===== config.mk =====
export PLATFORM = sky130hd
export DESIGN_NAME = nest_irq_ctrl
export DESIGN_NICKNAME = d
export VERILOG_FILES = /design/src/rtl/nic_pkg.sv /design/src/rtl/nic_arbiter.sv /design/src/rtl/nic_level_stack.sv /design/src/rtl/nic_level_reg.sv /design/src/rtl/nest_irq_ctrl.sv
export SDC_FILE = /design/constraint.sdc
export NUM_CORES = 1
export LEC_CHECK = 0
export ABC_AREA = 1
export ABC_CLOCK_PERIOD_IN_PS = 13900
export BUFFER_PORTS_ARGS = -buffer_cell sky130_fd_sc_hd__buf_2
export CAP_MARGIN = 20
export CELL_PAD_IN_SITES_DETAIL_PLACEMENT = 1
export CELL_PAD_IN_SITES_GLOBAL_PLACEMENT = 2
export CORE_ASPECT_RATIO = 0.5
export CORE_UTILIZATION = 30
export DETAILED_ROUTE_END_ITERATION = 16
export GPL_TIMING_DRIVEN = 0
export PLACE_DENSITY = 0.85
export SLEW_MARGIN = 20
export SYNTH_ARGS = -nofsm -noshare
export SYNTH_HDL_FRONTEND = slang
export SYNTH_SLANG_ARGS = --single-unit

===== constraint.sdc =====
create_clock -name clk -period 13.9 [get_ports clk]
set_clock_uncertainty 0.2 [all_clocks]
set_input_delay 2.085 -clock clk [delete_from_list [all_inputs] [get_ports clk]]
set_output_delay 2.085 -clock clk [all_outputs]
set_load 0.02 [all_outputs]

===== src/rtl/nic_pkg.sv =====
// Package: shared types and level decoding for the nested interrupt controller.
// Assumes a two-bit code: 10 -> level 0, 01 -> 1, 00 -> 2, 11 -> 3 (masked).
package nic_pkg;

    typedef logic [1:0] code_t;
    typedef logic [1:0] lvl_t;

    localparam code_t CODE_MASKED = 2'b11;

    // Map a raw code to its numeric level.
    function automatic lvl_t code_to_lvl(input code_t c);
        return {~(c[1] ^ c[0]), c[0]};
    endfunction

endpackage


===== src/rtl/nic_arbiter.sv =====
// Module: combinational arbiter. Picks the best eligible request against the
// current level. Non-maskable sources come first, then maskable ones by level,
// and ties go to the lowest index.
// Assumes irq_prio holds one two-bit code per source, source i at [2i+1:2i].
module nic_arbiter
    import nic_pkg::*;
#(
    parameter int NUM_SRC = 8,
    parameter int VEC_W   = 4
) (
    input  logic [NUM_SRC-1:0]   irq_req,
    input  logic [2*NUM_SRC-1:0] irq_prio,
    input  logic                 tli_req,
    input  logic                 trap_req,
    input  code_t                cur_code,
    output logic                 pend,
    output logic [VEC_W-1:0]     vec,
    output code_t                new_code
);

    localparam logic [VEC_W-1:0] VEC_TLI  = VEC_W'(NUM_SRC);
    localparam logic [VEC_W-1:0] VEC_TRAP = VEC_W'(NUM_SRC + 1);

    lvl_t               cur_lvl;
    lvl_t               src_lvl [NUM_SRC];
    logic [NUM_SRC-1:0] src_ok;

    logic               best_hit;
    lvl_t               best_lvl;
    logic [VEC_W-1:0]   best_idx;
    code_t              best_code;

    assign cur_lvl = code_to_lvl(cur_code);

    // Per-source decode and eligibility test.
    for (genvar g = 0; g < NUM_SRC; g++) begin : g_src
        assign src_lvl[g] = code_to_lvl(irq_prio[2*g +: 2]);
        assign src_ok[g]  = irq_req[g]
                          && (irq_prio[2*g +: 2] != CODE_MASKED)
                          && (src_lvl[g] > cur_lvl);
    end

    // Scan in ascending index order; replace only on a strictly higher level.
    always_comb begin
        best_hit  = 1'b0;
        best_lvl  = '0;
        best_idx  = '0;
        best_code = CODE_MASKED;
        for (int i = 0; i < NUM_SRC; i++) begin
            if (src_ok[i] && (!best_hit || (src_lvl[i] > best_lvl))) begin
                best_hit  = 1'b1;
                best_lvl  = src_lvl[i];
                best_idx  = VEC_W'(i);
                best_code = irq_prio[2*i +: 2];
            end
        end
    end

    // Final selection: top-level, then trap, then the best maskable source.
    always_comb begin
        if (tli_req) begin
            pend     = 1'b1;
            vec      = VEC_TLI;
            new_code = CODE_MASKED;
        end else if (trap_req) begin
            pend     = 1'b1;
            vec      = VEC_TRAP;
            new_code = CODE_MASKED;
        end else begin
            pend     = best_hit;
            vec      = best_idx;
            new_code = best_code;
        end
    end

endmodule


===== src/rtl/nic_level_stack.sv =====
// Module: shift-register nesting stack of level codes. A push shifts toward
// the bottom and drops the oldest entry. A pop shifts toward the top and
// refills the bottom with the masked code.
// Assumes push and pop are never both high (the top resolves precedence).
module nic_level_stack
    import nic_pkg::*;
#(
    parameter int DEPTH = 4
) (
    input  logic  clk,
    input  logic  rst_n,
    input  logic  push,
    input  logic  pop,
    input  code_t push_code,
    output code_t top_code
);

    code_t stk [DEPTH];

    assign top_code = stk[0];

    // Top entry: takes the pushed code, or the next entry on pop.
    always_ff @(posedge clk) begin
        if (!rst_n) begin
            stk[0] <= CODE_MASKED;
        end else if (push) begin
            stk[0] <= push_code;
        end else if (pop) begin
            stk[0] <= (DEPTH > 1) ? stk[(DEPTH > 1) ? 1 : 0] : CODE_MASKED;
        end
    end

    // Remaining entries: shift down on push, up on pop.
    for (genvar g = 1; g < DEPTH; g++) begin : g_ent
        always_ff @(posedge clk) begin
            if (!rst_n) begin
                stk[g] <= CODE_MASKED;
            end else if (push) begin
                stk[g] <= stk[g-1];
            end else if (pop) begin
                stk[g] <= (g == DEPTH-1) ? CODE_MASKED : stk[(g == DEPTH-1) ? g : g+1];
            end
        end
    end

endmodule


===== src/rtl/nic_level_reg.sv =====
// Module: current priority code register (the I1/I0 pair).
// Precedence: effective take, then return, then software write.
// Assumes take_ok is already qualified with a pending request.
module nic_level_reg
    import nic_pkg::*;
(
    input  logic  clk,
    input  logic  rst_n,
    input  logic  take_ok,
    input  logic  ret,
    input  logic  sw_wr,
    input  code_t new_code,
    input  code_t pop_code,
    input  code_t sw_code,
    output code_t cur_code
);

    // Hold or update the current code according to the strobe precedence.
    always_ff @(posedge clk) begin
        if (!rst_n) begin
            cur_code <= CODE_MASKED;
        end else if (take_ok) begin
            cur_code <= new_code;
        end else if (ret) begin
            cur_code <= pop_code;
        end else if (sw_wr) begin
            cur_code <= sw_code;
        end
    end

endmodule


===== src/rtl/nest_irq_ctrl.sv =====
// Module: top of the nested interrupt priority controller. Ties together the
// arbiter, the current-code register and the nesting stack.
// Assumes the processor samples irq_vec in the same cycle it raises cpu_take.
module nest_irq_ctrl
    import nic_pkg::*;
#(
    parameter  int NUM_SRC     = 8,
    parameter  int STACK_DEPTH = 4,
    localparam int VEC_W       = $clog2(NUM_SRC + 2)
) (
    input  logic                 clk,
    input  logic                 rst_n,
    input  logic [NUM_SRC-1:0]   irq_req,
    input  logic [2*NUM_SRC-1:0] irq_prio,
    input  logic                 tli_req,
    input  logic                 trap_req,
    input  logic                 cpu_take,
    input  logic                 cpu_ret,
    input  logic                 sw_wr,
    input  logic [1:0]           sw_code,
    output logic                 irq_pending,
    output logic [VEC_W-1:0]     irq_vec,
    output logic [1:0]           cur_code
);

    code_t new_code;
    code_t stack_top;
    logic  take_ok;
    logic  pop_ok;

    // Strobe qualification: a take counts only when something is offered.
    assign take_ok = cpu_take & irq_pending;
    assign pop_ok  = cpu_ret & ~take_ok;

    nic_arbiter #(
        .NUM_SRC (NUM_SRC),
        .VEC_W   (VEC_W)
    ) u_arb (
        .irq_req  (irq_req),
        .irq_prio (irq_prio),
        .tli_req  (tli_req),
        .trap_req (trap_req),
        .cur_code (cur_code),
        .pend     (irq_pending),
        .vec      (irq_vec),
        .new_code (new_code)
    );

    nic_level_reg u_lvl (
        .clk      (clk),
        .rst_n    (rst_n),
        .take_ok  (take_ok),
        .ret      (cpu_ret),
        .sw_wr    (sw_wr),
        .new_code (new_code),
        .pop_code (stack_top),
        .sw_code  (sw_code),
        .cur_code (cur_code)
    );

    nic_level_stack #(
        .DEPTH (STACK_DEPTH)
    ) u_stk (
        .clk       (clk),
        .rst_n     (rst_n),
        .push      (take_ok),
        .pop       (pop_ok),
        .push_code (cur_code),
        .top_code  (stack_top)
    );

endmodule


* Word level (Yosys, flattened, before mapping)
Memories as Yosys holds them, arrays and structs flattened.
Index checks and enable logic that the tools add are counted.
** Storage, ports and cells
- Flip-flop bits (word level) :: 2
- Bits in writable memories :: 8
- Bits of input ports :: 33
- Output and inout bits :: 7
- Logic and storage cells :: 147
- Memories :: 1
** Operators by class
- Order comparisons :: 15
- Eq/ne operators :: 8
- Multiplexer cells :: 55
- Bitwise operators :: 29
- Reduce and logical (&&, ||, !) cells :: 38
** Memory list
- u_stk.stk :: words 4, width 2, read ports 4, clocked after Yosys merged registers in 0, write ports 4, line nic_level_stack.sv:18 : code_t stk [DEPTH];
** Operator list (number)
- $mux 2 :: 30
- $gt 2x2->1 :: 15
- $logic_and 1x1->1 :: 23
- $mux 1 :: 19
- $ne 2x2->1 const B :: 8
- $mux 3 :: 4
- $not 1->1 :: 10
- $xor 1x1->1 :: 9
- $mux 4 :: 2
- $or 1x1->1 :: 8
- $logic_not 1->1 :: 7
- $logic_or 1x1->1 :: 7
- $reduce_bool 3->1 :: 1
- $and 1x1->1 :: 2

* Depth between registers and ports, before layout
Gate-level depths: netlist (run 1).
- Word-level depth :: 43
- Mapped depth :: 73
- Mapped depth without buffers :: 73

* Modules after synthesis
From an unflattened synthesis (run 1), not the netlist that was laid out.
** Second synthesis, totals
- Cells, all modules :: 340
- Area total of the unflattened synthesis :: 2150.8 um2
** By module, submodules not included
- nic_arbiter :: times used 1, cells each 279, area each 1645.3 um2, sequential area each 0.0 um2
- nic_level_stack :: times used 1, cells each 33, area each 350.3 um2, sequential area each 240.2 um2
- nic_level_reg :: times used 1, cells each 24, area each 135.1 um2, sequential area each 40.0 um2
- nest_irq_ctrl :: times used 1, cells each 4, area each 20.0 um2, sequential area each 0.0 um2

* Worst setup path before layout (run 1)
Ideal clock, no wire load.
- Path kind :: in2out
- From :: in irq_prio[0]
- To :: out irq_vec[2]
- Arrival time :: 9.257 ns
- Path slack :: 2.358 ns
- Cell stages on the path :: 67
- Cells stage by stage :: ha_1 inv_1 ha_1 nand2_1 inv_2 nor2_4 nand2_4 nor2_1 ha_1 nand2_1 nand2_1 nand3_1 nand2_2 nand2_1 o21ai_2 ha_1 inv_1 nor2_1 (+31 left out) and2_1 ha_1 inv_1 nor2_1 o21ai_0 nand2_1 nand2_2 nand3_1 o21ai_2 ha_1 inv_1 nor2_1 o21ai_0 nand2_1 nand2_1 nand2_1 inv_1 a21oi_1
** On the way
- Longest elaborated chain between the ends :: 35
- Elaborated cells between the ends (all ways) :: 54
** RTL lines
- start: declaration :: line nest_irq_ctrl.sv:14 : input logic [2*NUM_SRC-1:0] irq_prio,
- $xor 1x1->1 :: line nic_pkg.sv:12 : return {~(c[1] ^ c[0]), c[0]};
- $not 1->1 :: line nic_pkg.sv:12
- $gt 2x2->1 :: line nic_arbiter.sv:40 : && (src_lvl[g] > cur_lvl);
- $logic_and 1x1->1 :: line nic_arbiter.sv:40
- $mux 2 or $mux 1 (tied branches) :: line nic_arbiter.sv:50 : if (src_ok[i] && (!best_hit || (src_lvl[i] > best_lvl))) begin
- $gt 2x2->1 or $logic_not 1->1 (tied branches) :: line nic_arbiter.sv:50
- $logic_or 1x1->1 :: line nic_arbiter.sv:50
- $logic_and 1x1->1 :: line nic_arbiter.sv:50
- (+19 left out)
- $logic_and 1x1->1 :: line nic_arbiter.sv:50
- $mux 2 or $mux 1 (tied branches) :: line nic_arbiter.sv:50
- $gt 2x2->1 or $logic_not 1->1 (tied branches) :: line nic_arbiter.sv:50
- $logic_or 1x1->1 :: line nic_arbiter.sv:50
- $logic_and 1x1->1 :: line nic_arbiter.sv:50
- $mux 3 * :: line nic_arbiter.sv:50
- $mux 4 * :: line nic_arbiter.sv:65 : end else if (trap_req) begin
- $mux 4 * :: line nic_arbiter.sv:61 : if (tli_req) begin
- end: declaration :: line nest_irq_ctrl.sv:22 : output logic [VEC_W-1:0] irq_vec,
Mark *: on every way between the ends. The rest lies on a longest branch, timed or not.

* Worst setup path in the final report (run 1)
- From :: in irq_prio[1]
- To :: out irq_vec[1]
Same word-level chain as after synthesis.

==> results.txt, run 1 <==
status: complete, no violations
Compound-Gate Fraction of Synth Area: 11.9%
GRT Util Overall: 16.5%
Routability Congestion: 0.814
Fmax achieved: 77.8 MHz
routed vias/inst: 4.69
Core Util, Final: 38.6%
CP max stage cell: ha_1
Worst-Skew Late Latency: 0.24 ns
total gr overflow: 0
WL final: 5630 microns
Synth Area per Inst: 6.36 sq um
Post-Syn Nets: 393
antenna viol nets, final: 0
min Tclk post-route: 12.85 ns
Area contributors post-synth: ha_1, nand2_1, inv_1
final hold slack: 0.319 ns
clock-pin slew of the registers on the worst-case setup and hold paths: 0.04 ns
mux contribution to synthesized area: 0%
CP max FO: 9
unrepaired setup endpoints after global routing: false
largest net degree at the start of global routing: 13
Top delay family on crit path: simple AND/OR/NAND/NOR gates
slowest cell delay on critical path: 0.30 ns
Synth Area in Adders: 23.2%
top cell type's share of synthesized area: 23.2%
CP required: 11.61 ns
Antenna Cells: 0
endpoints failing setup: 0
CTS H-tree lvls: 1
Die ar.: 7190 sq um
first-pass GRT wire length: 9450 microns
prevailing post-synth register cell: edfxtp_1
CP endpoint kind: primary output
data arrival time of the worst path: 10.56 ns
total CTS buffers: 3
clock root buffer: clkbuf_16
core box area: 6330 sq um
Synth top cells by count: nand2_1, inv_1, ha_1, nor2_1, nand3_1
sequential area share after synthesis: 13.7%
CTS tree: built
initial core utilization: 32.4%
power per standard cell area: 101 nW/um^2
CP bufs+invs: 15
CTS resizes: 0
Post-Syn Instances: 322
final clock period utilization by the worst path: 92.4%
Hold WC Path Type: reg2reg
Netlist cell types: 29
Critical Path Source Type: primary input
share of cells above drive strength 1: 21.1%
1st-iter DRT viols: 45
Routed wire per std cell: 12.4 microns
DPL Wire Length: 4840 microns
Leak Pwr: 1.45 nW
crit path kind: in2out
Sum Neg Setup Slack: 0 ns
die height: 60.4 microns
Setup Buffers After CTS: 0
register area: 280 sq um
Post-CTS Hold Buffers: 0
area of the multi-input gates: 1500 sq um
Post-Synth XOR/XNOR Area: 0.427%
Final nets: 437
via count: 2123
synthesis-to-finish area growth: 19.1%
Die W: 119 microns
maxcap violations: 0
Async S/R FF share, synth: 0%
largest area contributor in the netlist: ha_1
# clock sinks: 10
# DRC: 0
io pins: 40
row count: 20
Fill cells: 871
port bufs: 39
vias in the first global route: 2085
Synth Warn #: 0
post-synthesis simple-gate area fraction: 37.2%
EDFF count, synth: 8
maximum root-to-sink buffer count: 2
Seq cells post-synth: 10
VDD IR max: 0.0000755 V
CP most frequent cell: nand2_1
antenna violations before repair: 0
worst slew pin tran: 0.693 ns
post-synthesis cell area: 2050 sq um
combinational family with the most area after synthesis: simple AND/OR/NAND/NOR gates
Max Slew Vio Count: 0
First-pass DRT Iterations: 4
final hold vios: 0
count leader, synth: nand2_1
Rel. slew slack: 53.8%
-- cell usage in the layout, fill, tap and decap left out, types with 2 or more instances in the layout --
master,netlist,layout
a21oi_1,9,9
a22oi_1,2,2
and2_1,2,2
buf_2,0,39
clkbuf_16,0,3
dfxtp_1,2,2
edfxtp_1,8,8
ha_1,38,38
inv_1,69,69
inv_2,5,5
nand2_1,80,80
nand2_2,14,14
nand2_4,2,2
nand3_1,25,25
nand3_4,2,2
nor2_1,29,29
nor2_4,2,2
o21ai_0,17,17
o21ai_2,3,3
o22ai_1,2,2
-- cells by family after synthesis --
family / count (synthesis)
and+or+nand+nor: 162
AOI/OAI and AO/OA: 37
xor gates and xnor gates: 1
buffers and inverters: 74
DFF: 10
adders and majority gates: 38
-- worst paths after layout --
check	start	end	slack, ns	depth (start not counted)
hold / removal	u_stk.stk[1][0]	u_stk.stk[1][2]	0.32	2
setup / recovery	irq_prio[1]	irq_vec[1]	1.05	71
setup reg to reg	u_lvl.cur_code[0]	u_lvl.cur_code[1]	4.23	68
hold reg to reg	u_stk.stk[1][0]	u_stk.stk[1][2]	0.32	2
-- state kept, by name, summed over array words and instances (netlist names) --
signal,cells
u_stk.stk,8
u_lvl.cur_code,2
-- final cells by class --
class	count	share of cell area (%)
repair buffers	39	8.00
clock buffers	3	3.08
well taps	88	4.51
multi-input cells	238	61.4
clock inverters	1	0.154
inverters	74	11.4
flip-flops and latches	10	11.5
-- metrics by stage --
| step | power [mW] | cells | setup WS [ns] | cell area [sq um] |
|---|---|---|---|---|
| 2_1_floorplan | 0.156 | 322 | 2.36 | 2050 |
| 3_3_place_gp | 0.187 | 449 | 1.41 | 2350 |
| 3_5_place_dp | 0.197 | 449 | 1.03 | 2350 |
| 4_1_cts | 0.250 | 453 | 1.01 | 2430 |
| 5_1_grt | 0.275 | 453 | 0.00606 | 2440 |
| 6_report | 0.246 | 453 | 1.05 | 2440 |
-- per-layer routing --
metal  track usage (%)  wire, microns  up-vias  share of wire (%)
met5                 0              0        -                  0
met4              1.08              8        0               0.14
met3              2.07            129        2                2.3
met2              31.3           2650       27                 47
met1              21.3           2840      988                 50
li1                  -              -     1106                  -
-- worst reg2reg max path, delay by kind of cell, from the launching register on --
family	cells	cell delay [ns]
adder cells (fa/ha/maj)	8	2.34
flip-flops	1	0.76
AO/OA/AOI/OAI	9	1.12
AND/OR/NAND/NOR	40	3.85
XOR/XNOR	1	0.58
buffers and inverters	10	0.73
-- power by group --
part | switching [mW] | total (mW) | internal [mW] | leakage, nW
sequential | 0.00216 | 0.0357 | 0.0335 | 0.0764
clock | 0.0133 | 0.0509 | 0.0377 | 0.0385
combinational | 0.101 | 0.160 | 0.0585 | 1.33
total | 0.116 | 0.246 | 0.130 | 1.45
Note: power is estimated with default switching activity, not from simulation.
==> run 2: changes to the inputs <==
--- a/config.mk
+++ b/config.mk
@@ -11,7 +11,6 @@
 export CAP_MARGIN = 20
 export CELL_PAD_IN_SITES_DETAIL_PLACEMENT = 1
 export CELL_PAD_IN_SITES_GLOBAL_PLACEMENT = 2
-export CORE_ASPECT_RATIO = 0.5
 export CORE_UTILIZATION = 30
 export DETAILED_ROUTE_END_ITERATION = 16
 export GPL_TIMING_DRIVEN = 0
@@ -19,4 +18,5 @@
 export SLEW_MARGIN = 20
 export SYNTH_ARGS = -nofsm -noshare
 export SYNTH_HDL_FRONTEND = slang
+export SYNTH_HIERARCHICAL = 1
 export SYNTH_SLANG_ARGS = --single-unit
==> results.txt, run 2 <==
status: complete, no violations
Worst Hold Launch: u_stk/stk[2][1]
initial core utilization: 31.3%
Antenna Cells: 0
Rel. slew slack: 53.8%
unrepaired setup endpoints after global routing: false
Seq cells post-synth: 10
clock-pin slew of the registers on the worst-case setup and hold paths: 0.05 ns
prevailing post-synth register cell: edfxtp_1
CTS H-tree lvls: 1
largest area contributor in the netlist: ha_1
Netlist cell types: 29
Sum Neg Setup Slack: 0 ns
final hold vios: 0
VDD IR max: 0.0000296 V
CP required: 11.61 ns
max reg flops: 8
sequential area share after synthesis: 13.0%
core box area: 6870 sq um
top cell type's share of synthesized area: 22.1%
# DRC: 0
maxcap violations: 0
CP most frequent cell: nand2_1
Critical Path Source Type: primary input
antenna viol nets, final: 0
largest net degree at the start of global routing: 13
endpoints failing setup: 0
Largest regs: u_stk/stk (8), u_lvl/cur_code (2)
r2r worst-path depth: 70
reg2reg start: u_lvl/cur_code[0]
CTS tree: built
Async S/R FF share, synth: 0%
Die ar.: 7510 sq um
1st-iter DRT viols: 33
Max Slew Vio Count: 0
DPL Wire Length: 4790 microns
die height: 86.7 microns
Setup Buffers After CTS: 0
Worst-Skew Late Latency: 0.24 ns
total CTS buffers: 3
critical path startpoint: irq_prio[0]
Area contributors post-synth: ha_1, nand2_1, edfxtp_1
Post-Syn Instances: 340
DP Worst Slack: 0.837 ns
Synth top cells by count: nand2_1, inv_1, nor2_1, ha_1, nand3_1
power per standard cell area: 99.9 nW/um^2
Leak Pwr: 1.45 nW
port bufs: 39
min Tclk post-route: 12.92 ns
Die W: 86.7 microns
final clock period utilization by the worst path: 93.0%
io pins: 40
Routed wire per std cell: 11.5 microns
antenna violations before repair: 0
hold depth: 1
CP max stage cell: ha_1
vias in the first global route: 2280
First-pass DRT Iterations: 5
most frequent cells in the layout: nand2_1, inv_1, buf_2, nor2_1, ha_1
# clock sinks: 10
first-pass GRT wire length: 9730 microns
Hold WC Path Type: reg2reg
data arrival time of the worst path: 10.64 ns
Final nets: 455
via count: 2187
slowest cell delay on critical path: 0.31 ns
post-synthesis cell area: 2150 sq um
Most flops, register: u_stk/stk
share of cells above drive strength 1: 21.7%
commonest non-fill, non-tap cell in the layout: nand2_1
CTS resizes: 0
routed vias/inst: 4.57
CP endpoint kind: primary output
crit path kind: in2out
Placed Cells: 475
Synth Area per Inst: 6.33 sq um
Post-CTS Hold Buffers: 0
Fmax achieved: 77.4 MHz
count leader, synth: nand2_1
worst slew pin tran: 0.692 ns
maximum root-to-sink buffer count: 2
EDFF count, synth: 8
row count: 30
Routability Congestion: 0.757
GRT Util Overall: 16.1%
synthesis-to-finish area growth: 17.1%
overall power: 252 uW
clock root buffer: clkbuf_8
worst setup margin: 0.976 ns
post-route insts no fill: 479
total gr overflow: 0
WL final: 5530 microns
CP max FO: 7
Post-Syn Nets: 411
Synth Warn #: 6
-- run 2: cell type report --
class | instances | area (sq um)
multi-input combinational | 256 | 1600
sequential | 10 | 280
clock inverter | 1 | 3.75
tap | 96 | 120
inverter | 74 | 280
clock buffer | 3 | 41.3
timing repair buffer | 39 | 195
fill | 924 | 4350
-- run 2: logic make-up (layout without fill, tap and decap cells) --
logic type	count (synthesis)	in the layout	share of synthesized area, %
AND/OR/NAND/NOR	191	191	42.4
AO/OA/AOI/OAI	26	26	9.08
XOR/XNOR	1	1	0.407
adder cells (fa/ha/maj)	38	38	22.1
flip-flops	10	10	13.0
buffers and inverters	74	117	13.0
-- run 2: worst paths after layout --
check / to / slack, ns
worst min register to register: u_stk/stk[3][1] / 0.34
worst max-delay path: irq_vec[1] / 0.98
worst min-delay path: u_stk/stk[3][1] / 0.34
worst max register to register: u_lvl/cur_code[1] / 3.87
-- run 2: routing by layer --
metal / GRT usage (%) / share of wire [%] / wire, microns
met5: 0 / 0 / 0
met4: 3.79 / 0.81 / 45
met3: 0.952 / 1.8 / 100
met2: 29.6 / 50 / 2770
met1: 20.4 / 47 / 2620
-- run 2: metrics by stage --
step           area [sq um]  hold WS (ns)  utilization [%]
2_1_floorplan          2150         0.305                -
3_3_place_gp           2470         0.322             35.9
3_5_place_dp           2470         0.327             36.0
4_1_cts                2520         0.336             36.7
5_1_grt                2520         0.384             36.7
6_report               2520         0.339             36.7
-- run 2: worst max-delay path, delay by kind of cell --
kind	cells	cell delay [ns]
AO/OA/AOI/OAI	7	1.46
adder cells (fa/ha/maj)	9	2.49
buffers and inverters	14	0.96
AND/OR/NAND/NOR	40	3.63
-- run 2: power by group --
group | internal (mW) | switching (mW) | leakage, nW
clock network | 0.0194 | 0.0117 | 0.0231
registers | 0.0336 | 0.00261 | 0.0763
logic | 0.0680 | 0.116 | 1.35
total | 0.121 | 0.131 | 1.45
==> run 3: changes to the inputs <==
--- a/config.mk
+++ b/config.mk
@@ -15,7 +15,7 @@
 export DETAILED_ROUTE_END_ITERATION = 16
 export GPL_TIMING_DRIVEN = 0
 export PLACE_DENSITY = 0.85
-export SLEW_MARGIN = 20
+export REMOVE_ABC_BUFFERS = 1
 export SYNTH_ARGS = -nofsm -noshare
 export SYNTH_HDL_FRONTEND = slang
 export SYNTH_HIERARCHICAL = 1
==> results.txt, run 3 (synthesis results as in run 2) <==
CTS H-tree lvls: 1
Placed Cells: 476
Rel. slew slack: 55.3%
Max Slew Vio Count: 0
Worst-Skew Late Latency: 0.24 ns
GRT Util Overall: 15.6%
first-pass GRT wire length: 9440 microns
antenna violations before repair: 0
Setup Buffers After CTS: 0
final hold slack: 0.343 ns
met3 wire len: 125 microns
WL final: 5520 microns
total CTS buffers: 3
io pins: 40
Antenna Cells: 0
Fmax achieved: 76.9 MHz
maxcap violations: 0
Sum Neg Setup Slack: 0 ns
Post-CTS Hold Buffers: 0
CP max stage cell: ha_1
worst slew pin tran: 0.670 ns
# DRC: 0
share of cells above drive strength 1: 21.6%
final clock period utilization by the worst path: 93.6%
Die ar.: 7510 sq um
final hold vios: 0
First-pass DRT Iterations: 4
maximum root-to-sink buffer count: 2
clock-pin slew of the registers on the worst-case setup and hold paths: 0.05 ns
post-route insts no fill: 480
data arrival time of the worst path: 10.73 ns
vias in the first global route: 2211
routed vias/inst: 4.50
core box area: 6870 sq um
DP Worst Slack: 0.837 ns
CP max FO: 7
DPL Wire Length: 4790 microns
power per standard cell area: 99.8 nW/um^2
commonest non-fill, non-tap cell in the layout: nand2_1
Post-DP Area: 2470 sq um
Die W: 86.7 microns
CP most frequent cell: nand2_1
M1 WL: 2640 microns
Final Instance Area: 2520 sq um
row count: 30
Leak Pwr: 1.45 nW
hold depth: 1
most frequent cells in the layout: nand2_1, inv_1, buf_2, nor2_1, ha_1
endpoints failing setup: 0
Routed wire per std cell: 11.5 microns
# clock sinks: 10
Most flops, register: u_stk/stk
unrepaired setup endpoints after global routing: false
Largest regs: u_stk/stk (8), u_lvl/cur_code (2)
antenna viol nets, final: 0
Final nets: 456
slowest cell delay on critical path: 0.31 ns
Top Metal Used: met3
VDD IR max: 0.0000362 V
max reg flops: 8
clock root buffer: clkbuf_8
CP required: 11.61 ns
WL met2: 2750 microns
min Tclk post-route: 13.01 ns
synthesis-to-finish area growth: 17.1%
Critical Path Source Type: primary input
largest net degree at the start of global routing: 13
status: complete, no violations
via count: 2161
1st-iter DRT viols: 48
crit path kind: in2out
Hold WC Path Type: reg2reg
initial core utilization: 31.3%
CTS resizes: 0
die height: 86.7 microns
r2r worst-path depth: 71
CTS tree: built
CP endpoint kind: primary output
port bufs: 39
worst setup margin: 0.889 ns
total gr overflow: 0
Routability Congestion: 0.757
==> run 3: cell types whose count changed in the layout (fill, tap and decap cells not counted), sizes merged <==
cell,change
buf,+1
==> run 3: power breakdown <==
| part | switching [mW] | internal [mW] |
|---|---|---|
| combinational | 0.116 | 0.0682 |
| sequential | 0.00241 | 0.0336 |
| clock | 0.0116 | 0.0194 |
==> run 3: routing by layer <==
layer  track usage (%)  vias up
met1              19.4      981
met4              3.03        0
li1                  -     1150
met3             0.667        0
met2              29.7       30
met5                 0        -
==> run 3: path summary, 6_finish.rpt <==
path / startpoint / to / slack (ns)
worst max-delay path: irq_prio[0] / irq_vec[1] / 0.89
worst min-delay path: u_stk/stk[2][1] / u_stk/stk[3][1] / 0.34
worst max register to register: u_lvl/cur_code[0] / u_lvl/cur_code[1] / 3.80
worst min register to register: u_stk/stk[2][1] / u_stk/stk[3][1] / 0.34
==> run 3: through the flow <==
stage | utilization, % | power, mW
detailed placement | 36.0 | 0.224
CTS | 36.7 | 0.257
finish | 36.7 | 0.251
global placement | 35.9 | 0.216
global route | 36.7 | 0.285
floorplan | - | 0.179
==> run 3: layout make-up <==
class	count	area, sq um
Fill cell	938	4350
Multi-Input combinational cell	256	1590
Sequential cell	10	280
Tap cell	96	120
Inverter	74	280
Timing Repair Buffer	40	203
Clock inverter	1	3.75
Clock buffer	3	41.3
==> run 3: critical path, delay by kind of cell <==
family | cells | cell delay [ns]
AOI/OAI and AO/OA | 6 | 1.34
adders and majority gates | 9 | 2.50
buffers and inverters | 14 | 0.99
and+or+nand+nor | 42 | 3.76
